==> config.mk <==
export PLATFORM = sky130hd
export DESIGN_NAME = sf_cmd_shifter
export DESIGN_NICKNAME = d
export VERILOG_FILES = /design/src/rtl/sfcs_pkg.sv /design/src/rtl/sfcs_clkdiv.sv /design/src/rtl/sfcs_regbank.sv /design/src/rtl/sfcs_engine.sv /design/src/rtl/sf_cmd_shifter.sv
export SDC_FILE = /design/constraint.sdc
export NUM_CORES = 1
export LEC_CHECK = 0
export BUFFER_PORTS_ARGS = -buffer_cell sky130_fd_sc_hd__buf_2
export CAP_MARGIN = 5
export CORE_MARGIN = 4
export CORE_UTILIZATION = 50
export DETAILED_ROUTE_END_ITERATION = 10
export MAX_ROUTING_LAYER = met4
export PLACE_DENSITY = 0.64
export SETUP_SLACK_MARGIN = 0.5
export SLEW_MARGIN = 20
export SYNTH_ARGS = -nofsm -noshare
export SYNTH_HDL_FRONTEND = slang
export SYNTH_SLANG_ARGS = --single-unit
==> constraint.sdc <==
create_clock -name clk_i -period 7.2 [get_ports clk_i]
set_clock_uncertainty 0.15 [all_clocks]
set_input_delay 0.72 -clock clk_i [delete_from_list [all_inputs] [get_ports clk_i]]
set_output_delay 0.72 -clock clk_i [all_outputs]
set_load 0.005 [all_outputs]
==> src/rtl/sfcs_pkg.sv <==
`timescale 1ns/1ps
package sfcs_pkg;
  typedef enum logic [1:0] {
    ST_IDLE  = 2'd0,
    ST_LEAD  = 2'd1,
    ST_SHIFT = 2'd2,
    ST_TRAIL = 2'd3
  } sfcs_state_e;
endpackage

==> src/rtl/sfcs_clkdiv.sv <==
`timescale 1ns/1ps
module sfcs_clkdiv #(
  parameter int HALF_DIV = 2
) (
  input  logic clk_i,
  input  logic rst_ni,
  input  logic run_i,
  output logic tick_o
);
  localparam int DW = $clog2(HALF_DIV + 1);
  localparam logic [DW-1:0] LAST = DW'(HALF_DIV - 1);

  logic [DW-1:0] cnt_q;

  assign tick_o = run_i && (cnt_q == LAST);

  always_ff @(posedge clk_i or negedge rst_ni) begin
    if (!rst_ni)      cnt_q <= '0;
    else if (!run_i)  cnt_q <= '0;
    else if (tick_o)  cnt_q <= '0;
    else              cnt_q <= cnt_q + DW'(1);
  end
endmodule

==> src/rtl/sfcs_regbank.sv <==
`timescale 1ns/1ps
module sfcs_regbank #(
  parameter int TX_BYTES = 6,
  parameter int RX_BYTES = 10,
  parameter int ADDR_W   = 5
) (
  input  logic                  clk_i,
  input  logic                  rst_ni,
  input  logic                  wr_en_i,
  input  logic [ADDR_W-1:0]     addr_i,
  input  logic [7:0]            wdata_i,
  output logic [7:0]            rdata_o,
  input  logic                  busy_i,
  input  logic                  clr_rx_i,
  input  logic                  shift_i,
  input  logic                  shift_bit_i,
  output logic [8*TX_BYTES-1:0] tx_vec_o,
  output logic [7:0]            len_o,
  output logic                  start_o
);
  localparam int RX_BITS = 8 * RX_BYTES;
  localparam logic [ADDR_W-1:0] A_CNT = ADDR_W'(TX_BYTES + RX_BYTES);
  localparam logic [ADDR_W-1:0] A_CTL = ADDR_W'(TX_BYTES + RX_BYTES + 1);

  logic [7:0]         tx_q [TX_BYTES];
  logic [RX_BITS-1:0] rx_q;
  logic [7:0]         len_q;
  logic               wr_ok;

  assign wr_ok   = wr_en_i && !busy_i;
  assign start_o = wr_ok && (addr_i == A_CTL) && wdata_i[0];
  assign len_o   = len_q;

  for (genvar i = 0; i < TX_BYTES; i++) begin : g_tx
    always_ff @(posedge clk_i or negedge rst_ni) begin
      if (!rst_ni)                                tx_q[i] <= '0;
      else if (wr_ok && addr_i == ADDR_W'(i))     tx_q[i] <= wdata_i;
    end
    assign tx_vec_o[8*i +: 8] = tx_q[i];
  end

  always_ff @(posedge clk_i or negedge rst_ni) begin
    if (!rst_ni)                        len_q <= '0;
    else if (wr_ok && addr_i == A_CNT)  len_q <= wdata_i;
  end

  // receive window: bit 0 is always the newest sample
  always_ff @(posedge clk_i or negedge rst_ni) begin
    if (!rst_ni)       rx_q <= '0;
    else if (clr_rx_i) rx_q <= '0;
    else if (shift_i)  rx_q <= {rx_q[RX_BITS-2:0], shift_bit_i};
  end

  always_comb begin
    rdata_o = '0;
    for (int i = 0; i < TX_BYTES; i++)
      if (addr_i == ADDR_W'(i)) rdata_o = tx_q[i];
    for (int i = 0; i < RX_BYTES; i++)
      if (addr_i == ADDR_W'(TX_BYTES + i)) rdata_o = rx_q[8*i +: 8];
    if (addr_i == A_CNT) rdata_o = len_q;
    if (addr_i == A_CTL) rdata_o = {7'b0, busy_i};
  end
endmodule

==> src/rtl/sfcs_engine.sv <==
`timescale 1ns/1ps
module sfcs_engine
  import sfcs_pkg::*;
#(
  parameter int TX_BITS  = 48,
  parameter int MAX_BITS = 56
) (
  input  logic               clk_i,
  input  logic               rst_ni,
  input  logic               start_i,
  input  logic [7:0]         len_i,
  input  logic [TX_BITS-1:0] tx_vec_i,
  input  logic               tick_i,
  output logic               run_o,
  output logic               busy_o,
  output logic               clr_rx_o,
  output logic               sample_o,
  output logic               sck_o,
  output logic               cs_no,
  output logic               mosi_o
);
  localparam int CW = $clog2(MAX_BITS + 1);

  sfcs_state_e   state_q;
  logic [CW-1:0] len_q, idx_q, len_eff;
  logic          sck_q, cs_nq, go;

  assign len_eff  = (int'(len_i) > MAX_BITS) ? CW'(MAX_BITS) : len_i[CW-1:0];
  assign go       = start_i && (len_i != '0);
  assign clr_rx_o = go && (state_q == ST_IDLE);
  assign run_o    = (state_q != ST_IDLE);
  assign busy_o   = run_o;
  assign sample_o = tick_i && !sck_q && (state_q == ST_LEAD || state_q == ST_SHIFT);
  assign sck_o    = sck_q;
  assign cs_no    = cs_nq;

  always_comb begin
    mosi_o = 1'b0;
    if (!cs_nq && int'(idx_q) < TX_BITS) mosi_o = tx_vec_i[TX_BITS - 1 - int'(idx_q)];
  end

  always_ff @(posedge clk_i or negedge rst_ni) begin
    if (!rst_ni) begin
      state_q <= ST_IDLE;
      len_q   <= '0;
      idx_q   <= '0;
      sck_q   <= 1'b0;
      cs_nq   <= 1'b1;
    end else begin
      unique case (state_q)
        ST_IDLE: if (go) begin
          state_q <= ST_LEAD;
          len_q   <= len_eff;
          idx_q   <= '0;
          cs_nq   <= 1'b0;
        end
        ST_LEAD: if (tick_i) begin
          sck_q   <= 1'b1;
          state_q <= ST_SHIFT;
        end
        ST_SHIFT: if (tick_i) begin
          if (sck_q) begin
            sck_q <= 1'b0;
            if (idx_q == len_q - CW'(1)) state_q <= ST_TRAIL;
            else                         idx_q   <= idx_q + CW'(1);
          end else begin
            sck_q <= 1'b1;
          end
        end
        ST_TRAIL: if (tick_i) begin
          cs_nq   <= 1'b1;
          state_q <= ST_IDLE;
        end
        default: state_q <= ST_IDLE;
      endcase
    end
  end
endmodule

==> src/rtl/sf_cmd_shifter.sv <==
`timescale 1ns/1ps
module sf_cmd_shifter #(
  parameter int TX_BYTES = 6,
  parameter int RX_BYTES = 10,
  parameter int MAX_BITS = 56,
  parameter int HALF_DIV = 2,
  parameter int ADDR_W   = 5
) (
  input  logic              clk_i,
  input  logic              rst_ni,
  input  logic              wr_en_i,
  input  logic [ADDR_W-1:0] addr_i,
  input  logic [7:0]        wdata_i,
  output logic [7:0]        rdata_o,
  output logic              sck_o,
  output logic              cs_no,
  output logic              mosi_o,
  input  logic              miso_i
);
  localparam int TX_BITS = 8 * TX_BYTES;

  logic [TX_BITS-1:0] tx_vec;
  logic [7:0]         len;
  logic start, busy, run, tick, clr_rx, sample;

  sfcs_regbank #(
    .TX_BYTES(TX_BYTES), .RX_BYTES(RX_BYTES), .ADDR_W(ADDR_W)
  ) u_regs (
    .clk_i(clk_i), .rst_ni(rst_ni), .wr_en_i(wr_en_i), .addr_i(addr_i),
    .wdata_i(wdata_i), .rdata_o(rdata_o), .busy_i(busy), .clr_rx_i(clr_rx),
    .shift_i(sample), .shift_bit_i(miso_i), .tx_vec_o(tx_vec), .len_o(len),
    .start_o(start)
  );

  sfcs_clkdiv #(.HALF_DIV(HALF_DIV)) u_div (
    .clk_i(clk_i), .rst_ni(rst_ni), .run_i(run), .tick_o(tick)
  );

  sfcs_engine #(.TX_BITS(TX_BITS), .MAX_BITS(MAX_BITS)) u_eng (
    .clk_i(clk_i), .rst_ni(rst_ni), .start_i(start), .len_i(len),
    .tx_vec_i(tx_vec), .tick_i(tick), .run_o(run), .busy_o(busy),
    .clr_rx_o(clr_rx), .sample_o(sample), .sck_o(sck_o), .cs_no(cs_no),
    .mosi_o(mosi_o)
  );
endmodule

; ---- Yosys cells after proc, flatten, opt, wreduce, memory -nomap -nowiden
; Index checks and enable logic that the tools add are counted.
[totals]
register_bits = 154
output_inout_bits = 11
input_bits = 17
word_cells = 128
[op_classes]
add_sub_neg = 4
n_reduce_logical = 33
order_cmp = 3
n_mux = 45
n_eq_ne = 29
[op_table]
columns = operator, count
row1 = $mux 80, 2
row2 = $mux 8, 18
row3 = $eq 5x4->1 const B, 8
row4 = $lt 32x8->1 const B, 1
row5 = $mux 6, 5
row6 = $eq 5x3->1 const B, 4
row7 = $logic_and 1x1->1, 16
row8 = $mux 2, 8
row9 = $pmux 6 s2, 1
row10 = $eq 5x2->1 const B, 2
row11 = $eq 5x5->1 const B, 2
row12 = $ne 2x1->1 const B, 5
row13 = $reduce_bool 2->1, 5
row14 = $gt 8x6->1 const B, 1
row15 = $pmux 2 s4, 1
row16 = $reduce_bool 8->1, 1
row17 = $mux 1, 7
row18 = $sub 6x6->7 const A, 1
row19 = $add 6x1->6 const B, 1
row20 = $bmux 1 s6, 1
row21 = $eq 6x6->1, 1
row22 = $lt 6x6->1 const B, 1
row23 = $reduce_and 3->1, 2
row24 = $reduce_and 6->1, 1
row25 = 13 further kinds, 19

; ---- Logic depth before layout (Yosys ltp)
[logic_depth]
ltp_word = 19
depth_mapped = 9
depth_no_buf = 8

; ---- By module
; A second synthesis with hierarchy kept.
[unflattened]
hier_cells = 813
area_unflattened_um2 = 8804.7
[modules_own_cells]
columns = mod, area_per_inst_um2, seq_area_each_um2, cells_per_inst, n_inst
row1 = sfcs_regbank, 7068.0, 3403.3, 633, 1
row2 = sfcs_engine, 1657.8, 401.6, 175, 1
row3 = sfcs_clkdiv, 78.8, 50.0, 5, 1

; ---- Worst setup path after synthesis
; OpenSTA, ideal clock, no wires.
[synth_path]
path_type = input to output
from = input addr_i[0]
to = output rdata_o[5]
t_required_ps = 6330
path_stages = 8
path_buffers = 4
t_arrival_ps = 2593
slack_ps = 3737
cell_sequence = clkbuf_1 -> clkbuf_1 -> buf_2 -> buf_1 -> nand2_1 -> o32ai_1 -> a32oi_1 -> a221oi_1
[synth_via]
elab_chain_len = 19
elab_cells_between_ends = 36
cone_classes = eq/ne: 17 / mux: 18 / reduce/logical: 1
[synth_rtl]
columns = item, line
row1 = from (decl), sf_cmd_shifter.sv:12  ; input logic [ADDR_W-1:0] addr_i,
row2 = $logic_not 5->1, sfcs_regbank.sv:57  ; if (addr_i == ADDR_W'(i)) rdata_o = tx_q[i];
row3 = $mux 8 (6 in a row), sfcs_regbank.sv:57
row4 = $mux 8 (10 in a row), sfcs_regbank.sv:59  ; if (addr_i == ADDR_W'(TX_BYTES + i)) rdata_o = rx_q[8*i +: 8];
row5 = $mux 8, sfcs_regbank.sv:60  ; if (addr_i == A_CNT) rdata_o = len_q;
row6 = $mux 8 (*), sfcs_regbank.sv:61  ; if (addr_i == A_CTL) rdata_o = {7'b0, busy_i};
row7 = to (decl), sf_cmd_shifter.sv:14  ; output logic [7:0] rdata_o,
; Every way passes the cells marked *; elsewhere a longest branch is shown, timed or not.

; ---- Final worst setup path
[layout_path]
from = input addr_i[0]
to = output rdata_o[4]
; Same word-level chain as after synthesis.

==> results.json <==
{
  "status": "completed",
  "io_pins": 28,
  "grt_overflow": 0,
  "placed_area_um2": 8437,
  "synth_edf_count": 0,
  "wire_per_inst_um": 21.11,
  "drt-total-wl_um": 22710,
  "grt_usage": 0.2642,
  "start_util": 0.5132,
  "cp_data_required_time_ps": 6330,
  "antenna_found_initial": 0,
  "cts_resized": 0,
  "dr.pass1.iters": 5,
  "reg2reg_setup_slack_ps": 3690,
  "numClockSinks": 154,
  "vias": 6662,
  "grt_first_pass_wirelength_um": 36490,
  "core_um2": 16000,
  "cts_buffers": 17,
  "ir_drop_v": 0.0002808,
  "port_buffers": 27,
  "viasPerCell": 6.191,
  "clk-insertion-delay-late_ps": 430,
  "cp_max_fo": 34,
  "dpl.hpwl_um": 15730,
  "synth.yosys.seq_area_share": 0.4694,
  "power_density_nw_per_um2": 386.4,
  "area_delta_synth_final_pct": 10.22,
  "grt_max_degree": 97,
  "worstSetupEndpointType": "output port",
  "r2r-start": "u_eng.state_q[1]",
  "crit_type": "in2out",
  "die_h_um": 136.2,
  "fin_tns_setup_ps": 0,
  "cts_tree": "done",
  "setup.worst_path.start_class": "input pin",
  "crit_top_cell": "buf_2",
  "crit_path_end": "rdata_o[4]",
  "drc": 0,
  "layout_commonest_cell": "nand2_1",
  "setup_viol": 0,
  "cts_max_level": 4,
  "fin_nets": 871,
  "clk_pin_slew_worst_paths_ps": 60,
  "hold_viol": 0,
  "synthDistinctLibCells": 66,
  "cts_buffer_depth": 2,
  "startpoint": "addr_i[0]",
  "syn_nets": 881,
  "ys_ff_latch": 154,
  "utilization": 0.5657,
  "syn_area_um2": 8212,
  "crit_cells": 8,
  "globalplace.congestion": 0.9480,
  "slowest_delay_ps": 720,
  "cp_slowest_cell": "nor2b_1",
  "max_freq_ghz": 0.2270,
  "critPathTopFamily": "buffers and inverters",
  "reg2regPathDepth": 9,
  "n_fill_cell": 1438,
  "syn_avg_cell_area_um2": 9.582,
  "worstHoldPathType": "in2async",
  "die_w_um": 136.2,
  "async_flop_share": 1.000,
  "clockRootBuffer": "clkbuf_16",
  "final_cell_mix": "nand2_1, dfrtp_1, a21oi_1",
  "layout-drive-gt1-share": 0.1756,
  "dieArea_um2": 18540,
  "cts_hold_buffers": 0,
  "fin_cells": 1076,
  "rsz0062_at_grt": "false",
  "antenna_cells": 0,
  "postCtsSetupBuffers": 0,
  "tightest_slew_ps": 1098,
  "fp-row-count": 46,
  "place_inst": 1044,
  "period_needed_ps": 4405,
  "timing.rr.end": "u_eng.idx_q[5]",
  "relSlewSlack": 0.2661,
  "crit_arrival_ps": 3540,
  "min_period_over_period": 0.6118,
  "ys.flop_type": "dfrtp_1",
  "cap_violations": 0,
  "drt_iter0_drc": 598,
  "ys_warn_count": 0,
  "design_area_um2": 9051,
  "maxSlewViolCount": 0,
  "synthCells": 857,
  "cp_num_buf_inv": 3,
  "grt_pass1_vias": 6530,
  "crit_path_cell_trace": "buf_2, buf_4, nor2b_1, a21oi_1, o22ai_1, a22oi_1, o311ai_0, buf_2",
  "whs_ps": 144.5,
  "leakagePower_nw": 3.921,
  "ant_nets": 0
}
-- layout make-up --
| cell class | instances | area [µm²] | area share |
|---|---|---|---|
| Multi-Input combinational cell | 626 | 4065 | 0.4491 |
| Sequential cell | 154 | 3855 | 0.4259 |
| Clock buffer | 19 | 442.9 | 0.04894 |
| Tap cell | 216 | 270.3 | 0.02986 |
| Timing Repair Buffer | 34 | 197.7 | 0.02184 |
| Clock inverter | 13 | 167.7 | 0.01852 |
| Inverter | 14 | 52.55 | 0.005806 |
-- cell families after synthesis --
kind of cell	synth area share
buffers and inverters	0.03565
DFF	0.4695
xor gates and xnor gates	0.007466
adders and majority gates	0.01067
muxes	0.1490
AOI/OAI and AO/OA	0.1690
and+or+nand+nor	0.1588
-- where the power goes --
group / switching [mW] / leakage [nW] / internal [mW]
logic: 0.507 / 1.69 / 0.471
clock network: 0.373 / 0.288 / 0.558
registers: 0.382 / 1.94 / 1.21
-- how the worst min path moves through the flow --
stage	slack, ps	cells past startpoint	endpoint
final	140	1	u_eng.idx_q[3]
after CTS	180	1	u_regs.tx_vec_o[29]
after detailed placement	270	1	u_div.cnt_q[0]
after global placement	260	1	u_div.cnt_q[0]
after floorplan	250	1	u_div.cnt_q[0]
after global routing	200	1	u_eng.idx_q[0]
-- stage by stage --
step	power, mW	setup WS, ps
floorplan	2.212	3737
global placement	2.519	2856
detailed placement	2.568	2806
CTS	3.504	2823
global route	3.715	2505
finish	3.498	2795
-- flip-flops by register name, summed over array words and instances (netlist names) --
name and cells:
u_div.cnt_q 2, u_eng.cs_no 1, u_eng.state_q 2, u_regs.tx_vec_o 48, u_eng.idx_q 6, u_regs.rx_q 80
u_eng.len_q 6, u_eng.sck_o 1, u_regs.len_o 8
-- per-layer routing --
metal | track usage | wire [µm]
met1 | 0.3598 | 9965
met2 | 0.3943 | 10860
met3 | 0.05996 | 1291
met4 | 0.08847 | 588
met5 | - | 0
-- synthesized netlist by cell type (3+ instances only) --
cell / count / area [µm²]
nand2_1: 192 / 720.7
dfrtp_1: 153 / 3829
a21oi_1: 116 / 580.6
mux2_2: 61 / 686.9
clkbuf_1: 53 / 198.9
nor2_1: 30 / 112.6
o21ai_0: 28 / 140.1
mux4_2: 18 / 405.4
inv_1: 13 / 48.80
mux2i_1: 12 / 120.1
a22oi_1: 10 / 75.07
nand2b_1: 10 / 62.56
nor3_1: 10 / 50.05
o22ai_1: 10 / 62.56
nand3_1: 8 / 40.04
buf_1: 7 / 26.28
ha_1: 7 / 87.58
a32oi_1: 6 / 52.55
o31ai_1: 6 / 45.04
nand4_1: 5 / 31.28
nor2b_1: 5 / 31.28
xnor2_1: 5 / 43.79
a211oi_1: 4 / 30.03
a221oi_1: 4 / 35.03
a31oi_1: 4 / 25.02
and2_1: 4 / 25.02
and3b_1: 4 / 35.03
nor3b_1: 4 / 30.03
nor4_1: 4 / 25.02
or3_1: 4 / 25.02
a2111oi_0: 3 / 26.28
and3_1: 3 / 18.77
buf_2: 3 / 15.01
nand3b_1: 3 / 22.52
o211ai_1: 3 / 22.52
o21a_1: 3 / 22.52
o311ai_0: 3 / 26.28
Note: power is estimated with default switching activity, not from simulation.
